**config.mk**
```make
export PLATFORM = sky130hd
export DESIGN_NAME = gpio_bank_ctrl
export DESIGN_NICKNAME = d
export VERILOG_FILES = /design/src/rtl/gpio_bank_pkg.sv /design/src/rtl/gpio_reg_decode.sv /design/src/rtl/gpio_in_sync.sv /design/src/rtl/gpio_bank_regs.sv /design/src/rtl/gpio_bank_ctrl.sv
export SDC_FILE = /design/constraint.sdc
export NUM_CORES = 1
export LEC_CHECK = 0
export BUFFER_PORTS_ARGS = -buffer_cell sky130_fd_sc_hd__buf_4
export CORE_AREA = 2 2 253 255
export DETAILED_ROUTE_END_ITERATION = 12
export DIE_AREA = 0 0 255 257
export GPL_ROUTABILITY_DRIVEN = 0
export SYNTH_ARGS = -nofsm -noshare
export SYNTH_HDL_FRONTEND = slang
export SYNTH_SLANG_ARGS = --single-unit
```
**constraint.sdc**
```tcl
create_clock -name clk -period 5.5 [get_ports clk]
set_input_delay 1.1 -clock clk [delete_from_list [all_inputs] [get_ports clk]]
set_output_delay 1.1 -clock clk [all_outputs]
set_load 0.01 [all_outputs]
```
**src/rtl/gpio_bank_pkg.sv**
```systemverilog
package gpio_bank_pkg;

  typedef enum logic [2:0] {
    GRP_DIR  = 3'd0,
    GRP_POL  = 3'd1,
    GRP_DATA = 3'd2,
    GRP_SET  = 3'd3,
    GRP_CLR  = 3'd4
  } reg_grp_e;

  localparam int unsigned LAST_GRP = 4;

  typedef struct packed {
    logic       hit;
    reg_grp_e   grp;
    logic [1:0] bank;
  } reg_acc_t;

endpackage

```
**src/rtl/gpio_reg_decode.sv**
```systemverilog
module gpio_reg_decode
  import gpio_bank_pkg::*;
#(
  parameter int unsigned ADDR_W    = 8,
  parameter int unsigned NUM_BANKS = 3
) (
  input  logic [ADDR_W-1:0] addr,
  output reg_acc_t          acc
);
  localparam int unsigned GF_W = ADDR_W - 4;

  logic [GF_W-1:0] grp_field;
  logic            grp_ok;
  logic            bank_ok;
  logic            align_ok;

  always_comb begin
    grp_field = addr[ADDR_W-1:4];
    grp_ok    = grp_field <= GF_W'(LAST_GRP);
    bank_ok   = {1'b0, addr[3:2]} < 3'(NUM_BANKS);
    align_ok  = addr[1:0] == 2'b00;
    acc.hit   = grp_ok && bank_ok && align_ok;
    acc.grp   = reg_grp_e'(grp_field[2:0]);
    acc.bank  = addr[3:2];
  end
endmodule

```
**src/rtl/gpio_in_sync.sv**
```systemverilog
module gpio_in_sync #(
  parameter int unsigned WIDTH = 32
) (
  input  logic             clk,
  input  logic             rst_n,
  input  logic [WIDTH-1:0] raw,
  output logic [WIDTH-1:0] synced
);
  logic [WIDTH-1:0] meta_q;
  logic [WIDTH-1:0] sync_q;

  always_ff @(posedge clk) begin
    if (!rst_n) begin
      meta_q <= '0;
      sync_q <= '0;
    end else begin
      meta_q <= raw;
      sync_q <= meta_q;
    end
  end

  assign synced = sync_q;
endmodule

```
**src/rtl/gpio_bank_regs.sv**
```systemverilog
module gpio_bank_regs
  import gpio_bank_pkg::*;
#(
  parameter int unsigned WIDTH = 32
) (
  input  logic             clk,
  input  logic             rst_n,
  input  logic             wr_sel,
  input  reg_grp_e         grp,
  input  logic [WIDTH-1:0] wr_data,
  input  logic [WIDTH-1:0] sync_in,
  output logic [WIDTH-1:0] dir,
  output logic [WIDTH-1:0] latch,
  output logic [WIDTH-1:0] level,
  output logic [WIDTH-1:0] rd_word
);
  logic [WIDTH-1:0] dir_q;
  logic [WIDTH-1:0] pol_q;
  logic [WIDTH-1:0] latch_q;
  logic [WIDTH-1:0] latch_d;

  always_comb begin
    latch_d = latch_q;
    if (wr_sel) begin
      case (grp)
        GRP_DATA: latch_d = wr_data;
        GRP_SET:  latch_d = latch_q | wr_data;
        GRP_CLR:  latch_d = latch_q & ~wr_data;
        default:  latch_d = latch_q;
      endcase
    end
  end

  always_ff @(posedge clk) begin
    if (!rst_n) begin
      dir_q   <= '0;
      pol_q   <= '0;
      latch_q <= '0;
    end else begin
      latch_q <= latch_d;
      if (wr_sel && grp == GRP_DIR) dir_q <= wr_data;
      if (wr_sel && grp == GRP_POL) pol_q <= wr_data;
    end
  end

  assign level = sync_in ^ pol_q;
  assign dir   = dir_q;
  assign latch = latch_q;

  always_comb begin
    case (grp)
      GRP_DIR:  rd_word = dir_q;
      GRP_POL:  rd_word = pol_q;
      GRP_DATA: rd_word = (dir_q & latch_q) | (~dir_q & level);
      default:  rd_word = '0;
    endcase
  end
endmodule

```
**src/rtl/gpio_bank_ctrl.sv**
```systemverilog
module gpio_bank_ctrl
  import gpio_bank_pkg::*;
#(
  parameter int unsigned NUM_BANKS = 3,
  parameter int unsigned BANK_W    = 32,
  parameter int unsigned ADDR_W    = 8
) (
  input  logic                        clk,
  input  logic                        rst_n,
  input  logic [ADDR_W-1:0]           reg_addr,
  input  logic                        reg_wr_en,
  input  logic [BANK_W-1:0]           reg_wr_data,
  output logic [BANK_W-1:0]           reg_rd_data,
  input  logic [NUM_BANKS*BANK_W-1:0] pin_in,
  output logic [NUM_BANKS*BANK_W-1:0] pin_out,
  output logic [NUM_BANKS*BANK_W-1:0] pin_oe,
  output logic [NUM_BANKS*BANK_W-1:0] pin_level
);
  localparam int unsigned NUM_PINS = NUM_BANKS * BANK_W;

  reg_acc_t          acc;
  logic [NUM_PINS-1:0] sync_all;
  logic [BANK_W-1:0] bank_rd [NUM_BANKS];
  logic [BANK_W-1:0] rd_next;
  logic [BANK_W-1:0] rd_q;

  gpio_reg_decode #(
    .ADDR_W   (ADDR_W),
    .NUM_BANKS(NUM_BANKS)
  ) dec_i (
    .addr(reg_addr),
    .acc (acc)
  );

  gpio_in_sync #(
    .WIDTH(NUM_PINS)
  ) sync_i (
    .clk   (clk),
    .rst_n (rst_n),
    .raw   (pin_in),
    .synced(sync_all)
  );

  for (genvar b = 0; b < NUM_BANKS; b++) begin : g_bank
    logic sel;
    assign sel = reg_wr_en && acc.hit && (acc.bank == 2'(b));

    gpio_bank_regs #(
      .WIDTH(BANK_W)
    ) bank_i (
      .clk    (clk),
      .rst_n  (rst_n),
      .wr_sel (sel),
      .grp    (acc.grp),
      .wr_data(reg_wr_data),
      .sync_in(sync_all[b*BANK_W +: BANK_W]),
      .dir    (pin_oe[b*BANK_W +: BANK_W]),
      .latch  (pin_out[b*BANK_W +: BANK_W]),
      .level  (pin_level[b*BANK_W +: BANK_W]),
      .rd_word(bank_rd[b])
    );
  end

  always_comb begin
    rd_next = '0;
    for (int b = 0; b < NUM_BANKS; b++) begin
      if (acc.hit && acc.bank == 2'(b)) rd_next = rd_next | bank_rd[b];
    end
  end

  always_ff @(posedge clk) begin
    if (!rst_n) rd_q <= '0;
    else        rd_q <= rd_next;
  end

  assign reg_rd_data = rd_q;
endmodule

```
==> results of run 1 <==
==> layer usage <==
metal	GRT usage (%)	routed length (microns)	vias to the layer above	part of all wire, %
met2	38.7	37800	727	47
met5	0	9	-	0.011
li1	-	-	8873	-
met4	7.15	2010	2	2.5
met3	4.52	5840	134	7.2
met1	31.3	34900	9312	43
==> report_power, final <==
part | total, mW | switching, mW | internal, mW | leakage, nW
Clock | 3.88 | 1.56 | 2.31 | 0.927
Combinational | 0.529 | 0.314 | 0.215 | 7.86
Sequential | 3.81 | 0.0278 | 3.78 | 4.17
==> layout make-up <==
type	instances	share of cell area, %
Multi-Input combinational cell	1643	38.9
Sequential cell	512	37.1
Timing Repair Buffer	484	13.3
Clock buffer	82	5.97
Tap cell	846	3.83
Clock inverter	22	0.946
Inverter	2	0.0362
==> cells in the mapped netlist (38+ instances only) <==
cell type,count
xor2_1,96
nand3_1,40
a21boi_1,38
o21ai_0,59
nand2_1,420
and2_1,193
a21o_1,128
o211a_1,96
clkbuf_1,183
dfxtp_1,512
a32o_1,64
nand2b_1,99
a21boi_0,154
==> cell families (layout without fill, tap and decap cells) <==
kind of cell	after synthesis	in the layout	synth area share, %
flip-flops	512	512	47.0
XOR/XNOR	96	96	3.85
AO/OA/AOI/OAI	645	645	23.8
AND/OR/NAND/NOR	902	902	21.3
buffers and inverters	218	590	4.12
==> flip-flops by register name (all words and copies together), names as in the netlist <==
| name | cells |
|---|---|
| g_bank.bank_i.dir | 96 |
| g_bank.bank_i.latch | 96 |
| g_bank.bank_i.pol_q | 96 |
| reg_rd_data | 32 |
| sync_i.meta_q | 96 |
| sync_i.synced | 96 |
==> layout by cell type (no fill, tap or decap), types with 2 or more instances in the layout <==
cell type / count
nor3b_1: 32
clkinv_2: 10
clkbuf_8: 11
o211a_1: 96
a2111oi_4: 3
nand3b_1: 32
a21boi_1: 38
clkbuf_1: 13
a31oi_1: 32
a21boi_0: 154
and2_1: 193
buf_12: 2
bufinv_16: 5
o21ai_0: 59
nor2b_4: 2
nand2_1: 419
nand2b_1: 98
buf_4: 481
nand3_1: 32
and3_2: 6
a32oi_1: 32
dfxtp_1: 512
a32o_1: 64
a21o_1: 128
nand3_2: 8
clkbuf_16: 58
or3_1: 33
o221ai_1: 32
nor2b_1: 33
nand4_1: 2
xor2_1: 96
o21ai_1: 5
clkinvlp_4: 6
==> final timing paths <==
kind                                   start                   endpoint  slack [ns]  cells past startpoint
hold reg to reg            sync_i.meta_q[94]          sync_i.synced[94]        0.43                      1
hold / removal             sync_i.meta_q[94]          sync_i.synced[94]        0.43                      1
setup / recovery                 reg_addr[7]  g_bank[1].bank_i.pol_q[0]        2.21                      5
setup reg to reg  g_bank[0].bank_i.latch[22]            reg_rd_data[22]        3.98                      4
==> summary.md, run 1 <==
| Metric | Value |
|---|---|
| Prevailing post-synth register cell | `dfxtp_1` |
| Worst-path fanout max | `32` |
| Number of global-route vias before repair | `18,500` |
| Cells after DPL | `3,487` |
| Multi-input gate area | `10,800 sq um` |
| RSZ-0062 raised after global routing | `no` |
| Deepest clock path buffer count | `3` |
| Hold_ws | `0.426 ns` |
| CTS H-tree depth | `2` |
| Total track usage | `23.6%` |
| Via count | `19,000` |
| # resized after CTS | `0` |
| Gr ovfl total | `0` |
| Worst Setup Start Kind | `input port` |
| Critical path's slowest cell | `nand3_2` |
| FFs w/ async S/R, synth | `0%` |
| Post-Syn Area per Cell | `9.19 sq um` |
| CTS tree | `done` |
| Die Wd | `255 microns` |
| Synth Warn # | `0` |
| Non-Filler Instances | `3,591` |
| Storage cell area | `10,200 sq um` |
| Final ANT Viol Nets | `0` |
| Area leader, netlist | `dfxtp_1` |
| Number of flops mapped to enable cells by yosys | `0` |
| Min Tclk post-route | `3.29 ns` |
| Port buffer count | `458` |
| Leading post-synthesis cells by cell area | `dfxtp_1 (47%), nand2_1 (7.2%), and2_1 (5.5%), a21boi_0 (5.3%), o211a_1 (4.4%)` |
| Crit path cell chain | `buf_4 > nor4_1 > nand3_2 > nand2_1 > a21boi_0` |
| Hpwl dp | `53,300 microns` |
| Total power | `8.21 mW` |
| P&R area growth vs syn | `26.7%` |
| CP top delay family | `simple AND/OR/NAND/NOR gates` |
| Outcome | `completed` |
| Distinct cells, synth | `40` |
| Share of layout cells above drive strength 1 | `22.0%` |
| Pin count of the biggest net entering global routing | `256` |
| Pwr Density | `297 nW/um^2` |
| Leak | `13.0 nW` |
| Die area | `65,500 sq um` |
| Seq cells post-synth | `512` |
| Fin. Hold Viols | `0` |
| CTS buffer count | `57` |
| Wire per inst | `22.4 microns` |
| Max-Cap Viols | `0` |
| Sum of negative setup slack | `0 ns` |
| Finish-stage setup viols | `0` |
| Crit Path Class | `in2reg` |
| Setup WS post-layout | `2.21 ns` |
| Starting Density | `34.8%` |
| Clock Skew | `0.0304 ns` |
| Pre-CTS WS | `1.66 ns` |
| Root Buffer | `clkbuf_16` |
| Worst endpoint data arrival time | `3.77 ns` |
| Initial antenna violation count | `2` |
| Clk pin slew, worst setup/hold paths | `0.06 ns` |
| DP Area | `25,700 sq um` |
| Measured slew at the worst slew-check pin | `1.22 ns` |
| Clk sinks | `512` |
| Final Instance Area | `27,700 sq um` |
| FILL cells | `6,046` |
| DRC violations left | `0` |
| Final WL | `80,600 microns` |
| Total Nets Final | `2,839` |
| Synth Instances | `2,373` |
| Core Area | `62,700 sq um` |
| Die Y | `257 microns` |
| Worst Hold Class | `reg2reg` |
| Drt first pass iters | `5` |
| Diodes inserted | `0` |
| Final worst-path cycle share | `59.9%` |
| Fin util | `44.1%` |
| First-pass GRT wire length | `118,000 microns` |
| Synth top area share | `47.0%` |
| Critical Path RT | `5.98 ns` |
| Row count | `92` |
| Critical Path Max Stage Delay | `1.18 ns` |
| Routed vias/inst | `5.30` |
| Max VDD drop | `208 uV` |
| Hold buffers post-CTS | `0` |
| Slew Limit Headroom | `18.6%` |
| Synthesized net count | `2,512` |
| Slew Limit Fails | `0` |
| Setup bufs post-CTS | `0` |
| FMAX | `304 MHz` |
| Crit path buffers/inverters | `1` |
| Share of the yosys chip area belonging to registers | `47.0%` |
| Worst setup EP type | `flip-flop` |
| Clock latency on the worst-skew pair | `0.61 ns` |
| Iteration-0 DRC Markers | `1,314` |
| Top Ports | `459` |
| Synth Cell Area | `21,800 sq um` |
Power figures use the tool's default switching activity.
==> run 2, diff against run 1 <==
- clock period: 5.5 -> 2.9 ns (I/O delays scaled with it)
==> summary.md, run 2 (synthesis results as in run 1) <==
| Metric | Value |
|---|---|
| Iteration-0 DRC Markers | `1,422 (+8.2%)` |
| Clock latency on the worst-skew pair | `0.62 ns (about the same)` |
| Fin util | `44.7% (+0.66 points)` |
| Die Wd | `255 microns (unchanged)` |
| Fin. Hold Viols | `0 (unchanged)` |
| Die Y | `257 microns (unchanged)` |
| Row count | `92 (unchanged)` |
| Routed vias/inst | `5.27 (-0.65%)` |
| Slew Limit Headroom | `32.3% (+14 points)` |
| Initial antenna violation count | `5 (+3)` |
| Drt first pass iters | `5 (unchanged)` |
| Sum of negative setup slack | `0 ns (unchanged)` |
| Pwr Density | `561 nW/um^2 (+89%)` |
| Final WL | `80,500 microns (about the same)` |
| Port buffer count | `458 (unchanged)` |
| CTS H-tree depth | `2 (unchanged)` |
| DRC violations left | `0 (unchanged)` |
| Clock Skew | `0.0165 ns (-0.0139 ns)` |
| Wire per inst | `22.3 microns (-0.80%)` |
| Crit Path Class | `reg2out` |
| Starting Density | `34.8% (unchanged)` |
| Worst setup EP type | `primary output` |
| Final worst-path cycle share | `74.1%` |
| Hold buffers post-CTS | `0 (unchanged)` |
| CTS buffer count | `57 (unchanged)` |
| Worst-path fanout max | `3 (-91%)` |
| Top Ports | `459 (unchanged)` |
| Worst endpoint data arrival time | `1.57 ns (-2.20 ns)` |
| Worst Hold Class | `in2reg` |
| Die area | `65,500 sq um (unchanged)` |
| Via count | `19,100 (+0.094%)` |
| Slew Limit Fails | `0 (unchanged)` |
| Core Area | `62,700 sq um (unchanged)` |
| Number of global-route vias before repair | `18,600 (+0.48%)` |
| # resized after CTS | `0 (unchanged)` |
| P&R area growth vs syn | `28.6%` |
| Pin count of the biggest net entering global routing | `238 (-7.0%)` |
| Crit path cell chain | `xor2_1 > buf_4` |
| Critical Path Max Stage Delay | `0.38 ns (-0.80 ns)` |
| Critical Path RT | `2.32 ns (-3.66 ns)` |
| Clk pin slew, worst setup/hold paths | `0.06 ns (about the same)` |
| Commonest non-fill, non-tap cell in the layout | `dfxtp_1` |
| CP top delay family | `XOR/XNOR gates` |
| Total track usage | `23.9% (+0.26 points)` |
| FMAX | `466 MHz` |
| Hold_ws | `0.166 ns (-0.260 ns)` |
| Finish-stage setup viols | `0 (unchanged)` |
| Min Tclk post-route | `2.15 ns` |
| Gr ovfl total | `0 (unchanged)` |
| Outcome | `completed` |
| Measured slew at the worst slew-check pin | `1.02 ns (-0.203 ns)` |
| Share of layout cells above drive strength 1 | `23.0% (+0.91 points)` |
| Crit path buffers/inverters | `1 (unchanged)` |
| Setup bufs post-CTS | `0 (unchanged)` |
| Critical path's slowest cell | `xor2_1` |
| Root Buffer | `clkbuf_16` |
| Hpwl dp | `54,300 microns (+2.0%)` |
| Total Nets Final | `2,870 (+1.1%)` |
| First-pass GRT wire length | `119,000 microns (+0.90%)` |
| Max VDD drop | `418 uV (+100%)` |
| RSZ-0062 raised after global routing | `no` |
| Clk sinks | `512 (unchanged)` |
| Max-Cap Viols | `0 (unchanged)` |
| Final ANT Viol Nets | `0 (unchanged)` |
| Most frequent cells in the layout | `dfxtp_1 (512), buf_4 (500), nand2_1 (419), and2_1 (193), a21boi_0 (154)` |
| Leak | `13.2 nW (+1.7%)` |
| Worst Setup Start Kind | `flip-flop` |
| CTS tree | `done` |
| Deepest clock path buffer count | `3 (unchanged)` |
| Total power | `15.7 mW (+92%)` |
-- run 2: per-layer routing --
| metal | GRT usage [%] | part of all wire, % | wire length [microns] |
|---|---|---|---|
| met2 | 39.2 | 47 | 38000 |
| met1 | 31.5 | 43 | 34300 |
| met5 | 0 | 0.027 | 22 |
| met3 | 4.52 | 7.5 | 6060 |
| met4 | 7.33 | 2.6 | 2070 |
-- run 2: area by class of cell --
cell class | instances | area, sq um
timing repair buffer | 515 | 4050
multi-input combinational | 1643 | 10800
sequential | 512 | 10200
clock inverter | 18 | 264
antenna | 1 | 2.50
inverter | 2 | 10.0
clock buffer | 81 | 1680
fill | 6064 | 34700
tap | 846 | 1060
-- run 2: path summary, 6_finish.rpt --
kind | startpoint | to | slack [ns] | cells past startpoint
worst max-delay path | g_bank[1].bank_i.pol_q[8] | pin_level[40] | 0.75 | 2
worst min-delay path | pin_in[86] | sync_i.meta_q[86] | 0.17 | 2
worst max register to register | g_bank[2].bank_i.pol_q[31] | reg_rd_data[31] | 1.60 | 4
worst min register to register | sync_i.meta_q[2] | sync_i.synced[2] | 0.42 | 1
-- run 2: power breakdown --
part           internal [mW]  leakage, nW  total [mW]  switching [mW]
Clock                   4.53        0.954        7.50            2.97
Combinational          0.422         8.06        1.02           0.598
Sequential              7.17         4.17        7.22          0.0519
-- run 2: metrics by stage --
stage,instances,setup slack (ns),area (sq um)
floorplan,2373,0.746,21800
global placement,3518,0.535,26100
detailed placement,3518,0.475,26100
global route,3617,0.723,28100
CTS,3617,0.713,28100
finish,3618,0.752,28100
